### src/rtl/intc_pkg.sv
package intc_pkg;

  localparam int OFF_STATUS  = 0;
  localparam int OFF_ENABLE  = 2;
  localparam int OFF_CRIT    = 3;
  localparam int OFF_POL     = 4;
  localparam int OFF_TRIG    = 5;
  localparam int OFF_MASKED  = 6;
  localparam int OFF_VEC     = 7;
  localparam int OFF_VEC_CFG = 8;

  typedef struct packed {
    logic status;
    logic enable;
    logic crit;
    logic pol;
    logic trig;
    logic vec;
    logic vecCfg;
  } wrStrobes_t;

  typedef enum logic [3:0] {
    RD_ZERO,
    RD_STATUS,
    RD_ENABLE,
    RD_CRIT,
    RD_POL,
    RD_TRIG,
    RD_MASKED,
    RD_VEC,
    RD_VEC_CFG
  } rdSel_e;

endpackage

### src/rtl/intc_sync.sv
module intc_sync #(
  parameter int WIDTH  = 32,
  parameter int STAGES = 2
) (
  input  logic             clk,
  input  logic             rstN,
  input  logic [WIDTH-1:0] din,
  output logic [WIDTH-1:0] dout
);

  logic [WIDTH-1:0] stageQ [STAGES];

  generate
    for (genvar s = 0; s < STAGES; s++) begin : gStage
      if (s == 0) begin : gFirst
        always_ff @(posedge clk) begin
          if (!rstN) stageQ[0] <= '0;
          else       stageQ[0] <= din;
        end
      end else begin : gNext
        always_ff @(posedge clk) begin
          if (!rstN) stageQ[s] <= '0;
          else       stageQ[s] <= stageQ[s-1];
        end
      end
    end
  endgenerate

  assign dout = stageQ[STAGES-1];

endmodule

### src/rtl/intc_ctrl.sv
module intc_ctrl
  import intc_pkg::*;
#(
  parameter int ADDR_W = 4
) (
  input  logic [ADDR_W-1:0] busAddr,
  input  logic              busWrEn,
  output wrStrobes_t        wrStb,
  output rdSel_e            rdSel
);

  always_comb begin
    wrStb = '0;
    rdSel = RD_ZERO;
    if (busAddr == ADDR_W'(OFF_STATUS)) begin
      rdSel        = RD_STATUS;
      wrStb.status = busWrEn;
    end else if (busAddr == ADDR_W'(OFF_ENABLE)) begin
      rdSel        = RD_ENABLE;
      wrStb.enable = busWrEn;
    end else if (busAddr == ADDR_W'(OFF_CRIT)) begin
      rdSel      = RD_CRIT;
      wrStb.crit = busWrEn;
    end else if (busAddr == ADDR_W'(OFF_POL)) begin
      rdSel     = RD_POL;
      wrStb.pol = busWrEn;
    end else if (busAddr == ADDR_W'(OFF_TRIG)) begin
      rdSel      = RD_TRIG;
      wrStb.trig = busWrEn;
    end else if (busAddr == ADDR_W'(OFF_MASKED)) begin
      rdSel = RD_MASKED;
    end else if (busAddr == ADDR_W'(OFF_VEC)) begin
      rdSel     = RD_VEC;
      wrStb.vec = busWrEn;
    end else if (busAddr == ADDR_W'(OFF_VEC_CFG)) begin
      rdSel        = RD_VEC_CFG;
      wrStb.vecCfg = busWrEn;
    end
  end

endmodule

### src/rtl/intc_datapath.sv
module intc_datapath
  import intc_pkg::*;
#(
  parameter int NUM_SRC     = 32,
  parameter int DATA_W      = 32,
  parameter int SYNC_STAGES = 2
) (
  input  logic               clk,
  input  logic               rstN,
  input  logic [NUM_SRC-1:0] srcIn,
  input  wrStrobes_t         wrStb,
  input  rdSel_e             rdSel,
  input  logic [DATA_W-1:0]  wrData,
  output logic [DATA_W-1:0]  rdData,
  output logic               irqNormal,
  output logic               irqCrit,
  output logic [NUM_SRC-1:0] statusQ,
  output logic [NUM_SRC-1:0] enableQ,
  output logic [NUM_SRC-1:0] critQ,
  output logic [NUM_SRC-1:0] eventHit
);

  logic [NUM_SRC-1:0] srcBits;
  logic [NUM_SRC-1:0] syncQ;
  logic [NUM_SRC-1:0] prevQ;
  logic [NUM_SRC-1:0] polQ;
  logic [NUM_SRC-1:0] trigQ;
  logic [DATA_W-1:0]  vecQ;
  logic [DATA_W-1:0]  vecCfgQ;
  logic [NUM_SRC-1:0] clrMask;
  logic [NUM_SRC-1:0] maskedStat;
  logic [NUM_SRC-1:0] wrBits;

  assign wrBits = wrData[NUM_SRC-1:0];

  // Source n lands on bit NUM_SRC-1-n (MSB-first numbering)
  generate
    for (genvar n = 0; n < NUM_SRC; n++) begin : gMap
      assign srcBits[NUM_SRC-1-n] = srcIn[n];
    end
  endgenerate

  intc_sync #(
    .WIDTH (NUM_SRC),
    .STAGES(SYNC_STAGES)
  ) uSync (
    .clk (clk),
    .rstN(rstN),
    .din (srcBits),
    .dout(syncQ)
  );

  always_ff @(posedge clk) begin
    if (!rstN) prevQ <= '0;
    else       prevQ <= syncQ;
  end

  // Per-bit sensing rule
  generate
    for (genvar b = 0; b < NUM_SRC; b++) begin : gSense
      logic riseB, fallB, edgeB, levelB;
      assign riseB       = syncQ[b] & ~prevQ[b];
      assign fallB       = ~syncQ[b] & prevQ[b];
      assign edgeB       = polQ[b] ? riseB : fallB;
      assign levelB      = polQ[b] ? syncQ[b] : ~syncQ[b];
      assign eventHit[b] = trigQ[b] ? edgeB : levelB;
    end
  endgenerate

  assign clrMask = wrStb.status ? wrBits : '0;

  // A new event wins over a clear in the same cycle
  always_ff @(posedge clk) begin
    if (!rstN) statusQ <= '0;
    else       statusQ <= (statusQ & ~clrMask) | eventHit;
  end

  always_ff @(posedge clk) begin
    if (!rstN) begin
      enableQ <= '0;
      critQ   <= '0;
      polQ    <= '1;
      trigQ   <= '0;
      vecQ    <= '0;
      vecCfgQ <= '0;
    end else begin
      if (wrStb.enable) enableQ <= wrBits;
      if (wrStb.crit)   critQ   <= wrBits;
      if (wrStb.pol)    polQ    <= wrBits;
      if (wrStb.trig)   trigQ   <= wrBits;
      if (wrStb.vec)    vecQ    <= wrData;
      if (wrStb.vecCfg) vecCfgQ <= wrData;
    end
  end

  assign maskedStat = statusQ & enableQ;
  assign irqNormal  = |(maskedStat & ~critQ);
  assign irqCrit    = |(maskedStat & critQ);

  always_comb begin
    unique case (rdSel)
      RD_STATUS:  rdData = DATA_W'(statusQ);
      RD_ENABLE:  rdData = DATA_W'(enableQ);
      RD_CRIT:    rdData = DATA_W'(critQ);
      RD_POL:     rdData = DATA_W'(polQ);
      RD_TRIG:    rdData = DATA_W'(trigQ);
      RD_MASKED:  rdData = DATA_W'(maskedStat);
      RD_VEC:     rdData = vecQ;
      RD_VEC_CFG: rdData = vecCfgQ;
      default:    rdData = '0;
    endcase
  end

endmodule

### src/rtl/intc_top.sv
module intc_top
  import intc_pkg::*;
#(
  parameter int NUM_SRC     = 32,
  parameter int DATA_W      = 32,
  parameter int ADDR_W      = 4,
  parameter int SYNC_STAGES = 2
) (
  input  logic               clk,
  input  logic               rstN,
  input  logic [NUM_SRC-1:0] srcIn,
  input  logic [ADDR_W-1:0]  busAddr,
  input  logic               busWrEn,
  input  logic [DATA_W-1:0]  busWrData,
  output logic [DATA_W-1:0]  busRdData,
  output logic               irqNormal,
  output logic               irqCrit
);

  wrStrobes_t         wrStb;
  rdSel_e             rdSel;
  logic [NUM_SRC-1:0] statusQ;
  logic [NUM_SRC-1:0] enableQ;
  logic [NUM_SRC-1:0] critQ;
  logic [NUM_SRC-1:0] eventHit;

  intc_ctrl #(.ADDR_W(ADDR_W)) uCtrl (
    .busAddr(busAddr),
    .busWrEn(busWrEn),
    .wrStb  (wrStb),
    .rdSel  (rdSel)
  );

  intc_datapath #(
    .NUM_SRC    (NUM_SRC),
    .DATA_W     (DATA_W),
    .SYNC_STAGES(SYNC_STAGES)
  ) uDp (
    .clk      (clk),
    .rstN     (rstN),
    .srcIn    (srcIn),
    .wrStb    (wrStb),
    .rdSel    (rdSel),
    .wrData   (busWrData),
    .rdData   (busRdData),
    .irqNormal(irqNormal),
    .irqCrit  (irqCrit),
    .statusQ  (statusQ),
    .enableQ  (enableQ),
    .critQ    (critQ),
    .eventHit (eventHit)
  );

endmodule

### config.mk
export PLATFORM = sky130hd
export DESIGN_NAME = intc_top
export DESIGN_NICKNAME = d
export VERILOG_FILES = /design/src/rtl/intc_pkg.sv /design/src/rtl/intc_sync.sv /design/src/rtl/intc_ctrl.sv /design/src/rtl/intc_datapath.sv /design/src/rtl/intc_top.sv
export SDC_FILE = /design/constraint.sdc
export NUM_CORES = 1
export LEC_CHECK = 0
export ABC_CLOCK_PERIOD_IN_PS = 4400
export BUFFER_PORTS_ARGS = -buffer_cell sky130_fd_sc_hd__buf_2
export CAP_MARGIN = 15
export CORE_AREA = 2 2 112 223
export CTS_CLUSTER_SIZE = 30
export DETAILED_ROUTE_END_ITERATION = 8
export DIE_AREA = 0 0 114 225
export PLACE_DENSITY_LB_ADDON = 0.12
export SETUP_SLACK_MARGIN = 0.2
export SYNTH_ARGS = -nofsm -noshare
export SYNTH_HDL_FRONTEND = slang
export SYNTH_HIERARCHICAL = 1
export SYNTH_SLANG_ARGS = --single-unit
### constraint.sdc
create_clock -name clk -period 4.4 [get_ports clk]
set_input_delay 0.44 -clock clk [delete_from_list [all_inputs] [get_ports clk]]
set_output_delay 0.44 -clock clk [all_outputs]
set_load 0.01 [all_outputs]
* Word level (Yosys, flattened, before mapping)
Memories as Yosys holds them, arrays and structs flattened. Index checks and enable logic that the tools add are counted.
Cells by class: $add $sub $neg 0, multipliers 0, div/mod/pow operators 0, order comparisons 0, eq/ne operators 15, shift-type cells 0, multiplexer cells 124, bitwise logic cells 137, reductions and logical operators 3
Operators by type and width (number):
- one-hot mux 32 bit (8 select lines) | 1
- AND 32 bit | 4
- 2-to-1 mux 1 bit | 106
- 2-to-1 mux 32 bit | 3
- AND 1 bit | 64
- inverter 1 bit | 64
- inverter 32 bit | 2
- OR reduction 32 bit | 2
- 2-to-1 mux 4 bit | 9
- == test 4 x 3 -> 1 bit, second input constant | 8
- OR 32 bit | 1
- == test 4 x 2 -> 1 bit, second input constant | 4
- == test 4 bit, second input constant | 2
- 2-to-1 mux 6 bit | 1
- 2-to-1 mux 5 bit | 1
- == test 4 x 1 -> 1 bit, second input constant | 1
- zero test 4 bit | 1
- 2-to-1 mux 2 bit | 2
- 2-to-1 mux 3 bit | 1
- OR 1 bit | 2
Storage, ports and cells: register bits after elaboration 256, latch bits 0, memory bits (writable) 64, memory bits (read-only) 0, input port bits 71, output and inout bits 34, memories 1
Memory list:
- uDp.uSync.stageQ | depth 2, width 32, read ports 2, clocked after memory_dff 0, wr ports 2, line intc_sync.sv:11 | logic [WIDTH-1:0] stageQ [STAGES];

* Longest topological paths before layout
Gate-level depths: netlist of run 1.
depth after elaboration 11, depth in mapped cells 9, depth with buffers taken out 6

* Hierarchy
The synthesis of run 1 kept the hierarchy.
Modules (own cells, without submodules):
- intc_datapath | instances 1, cells each 1214, area each 11767.5 um^2, seq. area each 5124.9 um^2
- intc_sync | instances 1, cells each 134, area each 1791.7 um^2, seq. area each 1281.2 um^2
- intc_ctrl | instances 1, cells each 17, area each 121.4 um^2, seq. area each 0.0 um^2

* Worst setup path after synthesis of run 1
Ideal clock, no wire load.
path kind input-to-output, from in busAddr[1], to out busRdData[0], data arrival time 2.277 ns, data required time 3.960 ns, path slack 1.683 ns, stages 9, cells stage by stage buf_6 or3_1 a21oi_1 nor2b_1 buf_2 clkbuf_1 a22o_1 a222oi_1 nand3_1
On the way: elaborated cells on any way between the ends 25, those cells by class 15 x eq/ne; 9 x mux; 1 x reduce/logical
RTL lines:
- from (decl) | line intc_top.sv:12 | input logic [ADDR_W-1:0] busAddr,
- == test 4 x 3 -> 1 bit | line intc_ctrl.sv:32 | end else if (busAddr == ADDR_W'(OFF_VEC)) begin
- 2-to-1 mux 4 bit | line intc_ctrl.sv:32
- 2-to-1 mux 4 bit | line intc_ctrl.sv:30 | end else if (busAddr == ADDR_W'(OFF_MASKED)) begin
- 2-to-1 mux 4 bit | line intc_ctrl.sv:27 | end else if (busAddr == ADDR_W'(OFF_TRIG)) begin
- 2-to-1 mux 4 bit | line intc_ctrl.sv:24 | end else if (busAddr == ADDR_W'(OFF_POL)) begin
- 2-to-1 mux 4 bit | line intc_ctrl.sv:21 | end else if (busAddr == ADDR_W'(OFF_CRIT)) begin
- 2-to-1 mux 4 bit | line intc_ctrl.sv:18 | end else if (busAddr == ADDR_W'(OFF_ENABLE)) begin
- 2-to-1 mux 4 bit * | line intc_ctrl.sv:15 | if (busAddr == ADDR_W'(OFF_STATUS)) begin
- named net rdSel[0] | line intc_top.sv:21 | rdSel_e rdSel;
- == test 4 bit (tied with other cells) | line intc_datapath.sv:101 | unique case (rdSel)
- one-hot mux 32 bit (8 select lines) * | line intc_datapath.sv:101
- to (decl) | line intc_top.sv:15 | output logic [DATA_W-1:0] busRdData,
The timed path passes the listed nets; every way through them passes the cells marked *.

* Worst setup path after layout of run 1
from in busAddr[1], to out busRdData[13]
Same word-level chain as after synthesis.

==> results of run 1 <==
-- final cells by class --
type                       count  area share [%]
clock buffer                  40            5.48
clock inverter                14            1.17
multi-input combinational    954            45.1
sequential                   320            41.4
tap                          287            2.32
timing repair buffer         126            4.55
-- per-stage QoR --
step / cell area (sq um) / utilization [%]
2_1_floorplan: 13700 / -
3_3_place_gp: 14400 / 60.6
3_5_place_dp: 14400 / 60.6
4_1_cts: 15500 / 64.9
5_1_grt: 15500 / 64.9
6_report: 15500 / 64.9
-- per-layer routing --
| layer | GRT usage (%) | vias up | routed length, microns |
|---|---|---|---|
| li1 | - | 4959 | - |
| met5 | 0 | - | 0 |
| met3 | 4.38 | 93 | 2000 |
| met2 | 50.1 | 370 | 18700 |
| met1 | 34.1 | 5086 | 14600 |
| met4 | 14.0 | 0 | 1700 |
-- flip-flops by register name, summed over array words and instances (netlist names) --
name and cells:
uDp/critQ 32, uDp/enableQ 32, uDp/polQ 32, uDp/prevQ 32
uDp/statusQ 32, uDp/trigQ 32, uDp/uSync/stageQ 64, uDp/vecCfgQ 32
uDp/vecQ 32
-- logic make-up after synthesis --
logic type	after synthesis
xor gates and xnor gates	64
muxes	192
DFF	320
and+or+nand+nor	489
AOI/OAI and AO/OA	209
buffers and inverters	91
-- power by group --
group	internal (mW)	leakage [nW]	total (mW)	switching (mW)
clock	1.58	0.516	2.71	1.13
sequential	2.97	2.60	3.04	0.0665
combinational	0.184	2.26	0.421	0.237
total	4.74	5.38	6.17	1.43
-- final timing paths --
check | slack, ns | cells after the start | from | end
hold reg to reg | 0.45 | 1 | uDp/uSync/stageQ[0][10] | uDp/uSync/stageQ[1][10]
setup reg to reg | 3.42 | 4 | uDp/uSync/stageQ[1][18] | uDp/statusQ[18]
setup / recovery | 1.03 | 10 | busAddr[1] | busRdData[13]
hold / removal | 0.1 | 2 | srcIn[5] | uDp/uSync/stageQ[0][26]
-- Yosys cell counts --
master,n
buf_6,1
nand4_1,9
nor4_1,5
dfxtp_1,320
nor4b_2,2
a32oi_1,32
nor3b_1,1
a22oi_1,32
and2_1,33
nor3_2,1
a21oi_1,65
a22o_1,32
xnor2_1,32
o2111ai_1,1
nand2_1,96
a222oi_1,32
clkbuf_2,6
o22ai_1,14
nor2_1,4
and2_2,64
nand2b_1,1
nor2b_1,196
xor2_1,32
mux2i_1,192
nand3_1,64
or3_1,1
nand3b_1,4
nor3_1,4
o21ai_0,1
clkbuf_1,58
buf_2,26
nor3b_2,3
or3b_4,1
-- worst max-delay path, stage by stage --
cell and delay (ns):
buf_2 0.16, or3_1 0.37, a21oi_1 0.14, buf_4 0.21
nand2_1 0.12, nor2_2 0.61, buf_4 0.45, a222oi_1 0.15
nand3_1 0.14, buf_2 0.15
==> results by group, run 1 <==
Worst setup path
  – Setup Crit Path Kind: primary input to output port
  – Worst Path Arrival: around 2.9 ns
  – Critical path capture point type: output port
  – CP required: 3.96 ns
  – CP max FO: 20
  – Startpoint types: primary input

Yosys
  – Register area share after synthesis: roughly 47%
  – Distinct cell type count after synthesis: 33
  – Synthesized Nets: ~1400
  – Xor-xnor portion of the synthesized cell area: under 10%
  – Mapped Cells: roughly 1400
  – Synth area leaders: dfxtp_1 (47%), mux2i_1 (14%), nor2b_1 (9.0%)
  – Top cell type by total area after synthesis: dfxtp_1
  – Synthesized flop and latch total: 320
  – Syn avg cell area: between 10 and 15 sq um
  – Share of the synthesized area in the top cell type: between 40 and 50%
  – Cell area after synthesis: about 14000 sq um
  – Simple-Gate Fraction of Synth Area: between 20% and 30%
  – Synth warnings: 6
  – Synth Area in Compound Gates: around 11%
  – Synth Area in Adders: 0%
  – Largest family of logic cells by synthesized area: simple AND/OR/NAND/NOR gates
  – Multiplexer share of the synthesized area: 14.0%

Clocking
  – H-tree levels: 1
  – CTS sink cnt: 320
  – Postcts setup bufs: 0
  – Hold buffers post-CTS: 0
  – CTS tree: yes
  – Clock Latency Late Sink: around 0.56 ns
  – Clock Path Buffers: 3
  – Post-CTS resize count: 0
  – Root buffer cell: clkbuf_16
  – Clock transition at path regs: approximately 0.07 ns
  – Num CTS Buffers: 29

Timing
  – Max Clk Rate: roughly 300 MHz
  – Slew @ Worst Pin: between 1 and 1.5 ns
  – Relative slew slack: roughly a quarter
  – Fin Hold WS: slightly below 0.1 ns
  – Final Slew Violations: 0
  – RSZ-0062 raised after global routing: no
  – Final WS setup: approximately 1.0 ns
  – Fin. Hold Viols: 0
  – Setup-failing EPs final: 0
  – Final TNS setup: 0 ns
  – Final min period: 3.37 ns
  – Period utilization: between 70% and 80%
  – Layout Skew: 0.0147 ns

Floorplanning
  – Chip width: between 100 and 150 microns
  – Die Y-Extent: approximately 230 microns
  – Core Region: between 20000 and 25000 sq um
  – Row count: 80
  – Die area: 25700 sq um
  – Ports: between 100 and 150
  – Initial Util: 57.4%

Route
  – Routed vias: ~11000
  – DR vias/cell: slightly above 6
  – First-pass detailed-route iteration total: 5
  – DRT antenna net count: 0
  – Initial DRC Count: 934
  – Total Routed Length: 37000 microns
  – Routed wire length per instance: 21.2 microns
  – DRC errors left: 0

Hold path
  – Hold Crit Class: primary input to flip-flop

Placed design
  – IO buf count: between 100 and 150
  – Hpwl dp: about 23000 microns
  – GPL Wtd Cong: between 0.8 and 0.9
  – Placed insts: around 1700
  – Setup WS pre-CTS: 1.09 ns

Finish
  – Most common cell after layout, fill and taps aside: dfxtp_1
  – Multi-input gate area: 6970 sq um
  – Layout cell share with drive strength beyond 1: 17.8%
  – Fin nets: roughly 1500
  – Layout area overhead: 13.1%
  – Sequential cell area: 6410 sq um
  – Antenna Cells: 0
  – Cell Count, Final, Fillers Out: roughly 1700
  – FILL cells: about 2000
  – Commonest cells after routing, fill and taps aside: dfxtp_1 (320), nor2b_1 (194), mux2i_1 (192)

Pwr
  – Leakage: ~5.4 nW
  – Max VDD drop: around 0.37 mV
  – Power, Total: around 6 mW
  – Power density cells: approximately 400 nW/um^2

GRT
  – Grt ovf: 0
  – Initial antenna violation count: 0
  – Gr usage total: 28.7%
  – Largest net degree at the start of global routing: 150
  – Wire length of the first global-routing pass: between 50000 and 60000 microns
  – Vias in the first global route: ~11000

Flow run
  – Max-cap violations: 0

Status
  – Status: finished, final reports clean
(Power assumes the default switching activity.)
==> run 2: changes to the inputs <==
--- a/config.mk
+++ b/config.mk
@@ -5,7 +5,7 @@
 export SDC_FILE = /design/constraint.sdc
 export NUM_CORES = 1
 export LEC_CHECK = 0
-export ABC_CLOCK_PERIOD_IN_PS = 4400
+export ABC_CLOCK_PERIOD_IN_PS = 3100
 export BUFFER_PORTS_ARGS = -buffer_cell sky130_fd_sc_hd__buf_2
 export CAP_MARGIN = 15
 export CORE_AREA = 2 2 112 223
==> constraint.sdc (replaced) <==
create_clock -name clk -period 3.1 [get_ports clk]
set_input_delay 0.31 -clock clk [delete_from_list [all_inputs] [get_ports clk]]
set_output_delay 0.31 -clock clk [all_outputs]
set_load 0.01 [all_outputs]
==> results by group, run 2 (synthesis results as in run 1) <==
Worst setup path
  – CP required: 2.79 ns (-1.17 ns)
  – FF-to-FF Start: uDp/polQ[30]
  – Stages on worst setup path: 10 (unchanged)
  – Max incr delay on CP: 0.38 ns (-0.23 ns)
  – Worst Path Arrival: 2.38 ns (-0.55 ns)
  – Reg2Reg Capture Point: uDp/statusQ[30]
  – Crit-path cells: buf_2 > or3_1 > a21oi_1 > buf_4 > nor4b_4 > buf_4 > buf_4 > a222oi_1 > nand3_1 > buf_2
  – Worst R2R Path Depth: 4 (unchanged)
  – Top Family by Delay on Critical Path: buffers and inverters
  – Most frequent CP cell: buf_4
  – Startpoint types: primary input
  – Crit path capture: busRdData[22]
  – Critical path startpoint: busAddr[1]
  – Buf/Inv on CP: 5 (+1)
  – Critical path capture point type: output port
  – Critical path's slowest cell: or3_1
  – Flop-to-flop setup slack: 2.14 ns (-1.28 ns)
  – Setup Crit Path Kind: primary input to output port
  – CP max FO: 10 (-50%)

Route
  – Routed vias: 10600 (+0.78%)
  – Total Routed Length: 37500 microns (+1.4%)
  – First-pass detailed-route iteration total: 8 (+3)
  – Routed wire length per instance: 21.0 microns (-0.92%)
  – DRC errors left: 0 (unchanged)
  – DR vias/cell: 5.94 (-1.5%)
  – DRT antenna net count: 0 (unchanged)
  – Initial DRC Count: 910 (-2.6%)

Finish
  – Max reg flops: 64 (unchanged)
  – Layout cell share with drive strength beyond 1: 17.7% (-0.14 points)
  – Biggest register: uDp/uSync/stageQ
  – Most common cell after layout, fill and taps aside: dfxtp_1
  – Cell Count, Final, Fillers Out: 1782 (+2.4%)
  – Layout Utilization: 66.6% (+1.7 points)
  – Fin nets: 1545 (+2.9%)
  – Commonest cells after routing, fill and taps aside: dfxtp_1 (320), nor2b_1 (194), mux2i_1 (192)
  – FILL cells: 1979 (-2.8%)
  – Layout area overhead: 16.0%
  – Finished Cell Area: 15900 sq um (+2.6%)

Timing
  – Final TNS setup: 0 ns (unchanged)
  – Fin Hold WS: 0.0741 ns (-0.0229 ns)
  – Relative slew slack: 46.9% (+20 points)
  – Final WS setup: 0.406 ns (-0.626 ns)
  – Final Slew Violations: 0 (unchanged)
  – Setup-failing EPs final: 0 (unchanged)
  – Slew @ Worst Pin: 0.797 ns (-0.303 ns)
  – Period utilization: around 87%
  – Fin. Hold Viols: 0 (unchanged)
  – Final min period: between 2 and 3 ns
  – Max Clk Rate: approximately 370 MHz
  – RSZ-0062 raised after global routing: no
  – Layout Skew: 0.0110 ns (-0.00364 ns)

Placed design
  – Hpwl dp: 23000 microns (+0.10%)
  – IO buf count: 104 (unchanged)
  – Placed insts: 1695 (+0.47%)
  – Setup WS pre-CTS: 0.322 ns (-0.772 ns)
  – Placement Cell Area: 14600 sq um (+1.1%)
  – GPL Wtd Cong: 0.883 (+3.5%)

Floorplanning
  – Row count: 80 (unchanged)
  – Die area: 25700 sq um (unchanged)
  – Die Y-Extent: 225 microns (unchanged)
  – Initial Util: 57.4% (unchanged)
  – Chip width: 114 microns (unchanged)
  – Ports: 105 (unchanged)
  – Core Region: 23800 sq um (unchanged)

Pwr
  – Leakage: 5.55 nW (+3.0%)
  – Max VDD drop: 0.441 mV (+20%)
  – Power, Total: 8.51 mW (+38%)
  – Power density cells: 536 nW/um^2 (+34%)

Clocking
  – Num CTS Buffers: 29 (unchanged)
  – CTS tree: yes
  – Root buffer cell: clkbuf_16
  – Clock transition at path regs: 0.07 ns (about the same)
  – Clock Latency Late Sink: 0.56 ns (about the same)
  – H-tree levels: 1 (unchanged)
  – CTS sink cnt: 320 (unchanged)
  – Clock Path Buffers: 3 (unchanged)

GRT
  – Gr usage total: 28.7% (-0.062 points)
  – Initial antenna violation count: 1 (+1)
  – Largest net degree at the start of global routing: 91 (-39%)
  – Wire length of the first global-routing pass: 57800 microns (-0.56%)
  – Grt ovf: 0 (unchanged)
  – Vias in the first global route: 10500 (-1.9%)

Status
  – Status: finished, final reports clean

Hold path
  – Hold Crit Class: primary input to flip-flop

Flow run
  – Max-cap violations: 0 (unchanged)
[run 2: changes by cell type in the layout (fill, tap and decap cells not counted), moves of 2 or more]
cell           previous run  this run
bufinv_16                 4         2
buf_12                    1         9
dlygate4sd3_1             0        32
buf_4                    21        24
clkbuf_8                  8         4
clkbuf_1                  3         6
[run 2: area by class of cell]
type | instances | area (sq um) | share of cell area [%]
flip-flops and latches | 320 | 6410 | 40.4
clock inverters | 12 | 121 | 0.765
clock buffers | 39 | 803 | 5.06
well taps | 287 | 359 | 2.26
repair buffers | 169 | 1210 | 7.61
multi-input cells | 954 | 6970 | 43.9
diodes | 1 | 2.50 | 0.0158
[run 2: where the power goes]
group	internal (mW)	switching (mW)	total, mW
clock network	1.98	1.56	3.55
registers	4.22	0.0986	4.32
logic	0.302	0.343	0.645
[run 2: worst min-delay path by stage]
stage / to / cells past startpoint / start / slack (ns)
2_1_floorplan: uDp/uSync/stageQ[1][30] / 1 / uDp/uSync/stageQ[0][30] / 0.42
5_1_grt: uDp/polQ[2] / 3 / busWrData[2] / 0.08
3_3_place_gp: uDp/uSync/stageQ[1][24] / 1 / uDp/uSync/stageQ[0][24] / 0.43
4_1_cts: uDp/polQ[31] / 3 / busWrData[31] / 0.05
6_report: uDp/polQ[14] / 3 / busWrData[14] / 0.07
3_5_place_dp: uDp/uSync/stageQ[1][14] / 1 / uDp/uSync/stageQ[0][14] / 0.43
[run 2: routing by layer]
layer	share of wire, %	wire length, microns	global-route usage, %
met4	4.4	1640	14.4
met5	0	0	0
met3	5.9	2210	3.09
met1	39	14700	35.1
met2	50	18900	49.4
[run 2: worst min-delay path, delay by kind of cell]
family                 cells  cell delay, ns
muxes                      1            0.09
and+or+nand+nor            1            0.06
buffers and inverters      1            0.15
[run 2: timing repair]
item                                    in CTS  in global routing
hold endpoints to repair                    32                  0
endpoints found under the setup margin       0                 11
buffers inserted                             0                  3
resized for setup                            0                  1
hold buffers                                32                  0
==> run 3: changes to the inputs <==
--- a/config.mk
+++ b/config.mk
@@ -5,7 +5,6 @@
 export SDC_FILE = /design/constraint.sdc
 export NUM_CORES = 1
 export LEC_CHECK = 0
-export ABC_CLOCK_PERIOD_IN_PS = 3100
 export BUFFER_PORTS_ARGS = -buffer_cell sky130_fd_sc_hd__buf_2
 export CAP_MARGIN = 15
 export CORE_AREA = 2 2 112 223
==> constraint.sdc (replaced) <==
create_clock -name clk -period 3.1 [get_ports clk]
set_input_delay 0.465 -clock clk [delete_from_list [all_inputs] [get_ports clk]]
set_output_delay 0.465 -clock clk [all_outputs]
set_load 0.01 [all_outputs]
==> results by group, run 3 (synthesis results as in run 1) <==
Route
  – DR vias/cell: 6.04 (+1.6%)
  – Routed wire length per instance: 21.3 microns (+1.3%)
  – Routed vias: 10600 (-0.37%)
  – First-pass detailed-route iteration total: 8 (unchanged)
  – Total Routed Length: 37300 microns (-0.59%)
  – Initial DRC Count: 1035 (+14%)
  – DRC errors left: 0 (unchanged)
  – DRT antenna net count: 0 (unchanged)

Clocking
  – Clock Path Buffers: 3 (unchanged)
  – Num CTS Buffers: 29 (unchanged)
  – Clock transition at path regs: 0.06 ns (about the same)
  – H-tree levels: 1 (unchanged)
  – Root buffer cell: clkbuf_16
  – CTS sink cnt: 320 (unchanged)
  – CTS tree: yes
  – Clock Latency Late Sink: 0.56 ns (about the same)
  – Hold buffers post-CTS: 0 (-100%)

Finish
  – Max reg flops: 64 (unchanged)
  – Cell Count, Final, Fillers Out: 1748 (-1.9%)
  – Layout Utilization: 65.3% (-1.3 points)
  – Fin nets: 1519 (-1.7%)
  – Layout area overhead: 13.7%
  – Antenna Cells: 0 (-1)
  – Layout cell share with drive strength beyond 1: 18.1% (+0.47 points)
  – Biggest register: uDp/uSync/stageQ
  – Commonest cells after routing, fill and taps aside: dfxtp_1 (320), nor2b_1 (194), mux2i_1 (192)
  – Most common cell after layout, fill and taps aside: dfxtp_1

Timing
  – Max Clk Rate: 351 MHz (-5.4%)
  – Layout Skew: 0.0145 ns (+0.00350 ns)
  – Final Slew Violations: 0 (unchanged)
  – Slew @ Worst Pin: 0.690 ns (-0.107 ns)
  – Fin. Hold Viols: 0 (unchanged)
  – Final TNS setup: 0 ns (unchanged)
  – Relative slew slack: 53.5% (+6.7 points)
  – Final WS setup: 0.253 ns (-0.152 ns)
  – RSZ-0062 raised after global routing: no
  – Setup-failing EPs final: 0 (unchanged)
  – Final min period: 2.85 ns (+0.152 ns)
  – Period utilization: 91.8% (+4.9 points)

Worst setup path
  – Most frequent CP cell: buf_2
  – Startpoint types: primary input
  – CP required: 2.63 ns (-0.16 ns)
  – Critical path capture point type: output port
  – CP max FO: 32 (+22)
  – Worst Path Arrival: 2.38 ns (about the same)
  – Setup Crit Path Kind: primary input to output port
  – Max incr delay on CP: 0.38 ns (about the same)
  – Crit-path cells: buf_2 > or3_1 > a21oi_2 > buf_6 > nor2b_2 > buf_12 > a22o_1 > a222oi_1 > nand3_1 > buf_2
  – Critical path's slowest cell: or3_1

GRT
  – Wire length of the first global-routing pass: 57500 microns (-0.38%)
  – M1 GR Usage: 34.9% (-0.20 points)
  – Grt ovf: 0 (unchanged)
  – Gr busiest metal: met2
  – Gr usage total: 28.7% (about the same)
  – Largest net degree at the start of global routing: 92 (+1.1%)
  – Initial antenna violation count: 0 (-1)
  – Vias in the first global route: 10400 (-0.14%)
  – Met3 Use GR: 3.31% (+0.22 points)
  – Met2 global-route usage: 49.6% (+0.17 points)

Floorplanning
  – Chip width: 114 microns (unchanged)
  – Row count: 80 (unchanged)
  – Die Y-Extent: 225 microns (unchanged)
  – Ports: 105 (unchanged)
  – Die area: 25700 sq um (unchanged)
  – Initial Util: 57.4% (unchanged)
  – Core Region: 23800 sq um (unchanged)

Flow run
  – Max-cap violations: 0 (unchanged)

Pwr
  – Leakage: 5.41 nW (-2.4%)
  – Max VDD drop: 0.491 mV (+11%)
  – Power density cells: 532 nW/um^2 (-0.81%)

Placed design
  – Hpwl dp: 23200 microns (+1.3%)
  – Setup WS pre-CTS: -0.165 ns (-0.486 ns)
  – IO buf count: 104 (unchanged)
  – GPL Wtd Cong: 0.827 (-6.4%)
  – Placed insts: 1700 (+0.29%)

Status
  – Status: finished, final reports clean

Hold path
  – Hold Crit Class: primary input to flip-flop
-- run 3: changes by cell type in the layout (fill, tap and decap cells not counted), moves of 2 or more --
cell,change
buf_12,+3
buf_4,+2
clkinv_2,-2
dlygate4sd3_1,-32
inv_6,-2
-- run 3: final timing paths --
path                           startpoint                      end  slack (ns)  depth (start not counted)
setup / recovery               busAddr[1]             busRdData[8]        0.25                         10
hold / removal                  srcIn[22]   uDp/uSync/stageQ[0][9]        0.12                          2
setup reg to reg             uDp/polQ[21]          uDp/statusQ[21]        2.11                          4
hold reg to reg   uDp/uSync/stageQ[0][12]  uDp/uSync/stageQ[1][12]        0.44                          1
-- run 3: repair_timing --
action | CTS | global route
pin swaps | 1 | 2
buffers inserted | 3 | 1
setup endpoints to repair | 32 | 11
gates resized for setup | 2 | 3
-- run 3: final cells by class --
class                           instances  area [sq um]
Clock buffer                           38           790
Clock inverter                          6          55.1
Fill cell                            1992          8260
Multi-Input combinational cell        954          6980
Sequential cell                       320          6410
Tap cell                              287           359
Timing Repair Buffer                  143           973
-- run 3: critical path, delay by kind of cell --
family	cells	cell delay (ns)
and+or+nand+nor	3	0.63
AOI/OAI and AO/OA	3	0.64
buffers and inverters	4	0.64
-- run 3: per-layer routing --
metal | routed length [microns] | part of all wire, % | vias to the layer above
met1 | 14600 | 39 | 5068
li1 | - | - | 4970
met4 | 1800 | 4.8 | 0
met3 | 2280 | 6.1 | 103
met2 | 18600 | 50 | 410
met5 | 0 | 0 | -
-- run 3: power breakdown --
part / total [mW] / internal [mW] / switching (mW)
Combinational: 0.626 / 0.283 / 0.343
Clock: 3.33 / 1.84 / 1.49
Sequential: 4.32 / 4.22 / 0.0962
-- run 3: per-stage QoR --
stage	hold WS (ns)	area, sq um	total power [mW]
after detailed placement	0.431	14700	5.02
final	0.123	15600	8.28
after global routing	0.117	15600	8.55
after CTS	0.110	15500	8.33
after floorplan	0.420	13700	4.74
after global placement	0.428	14700	5.02
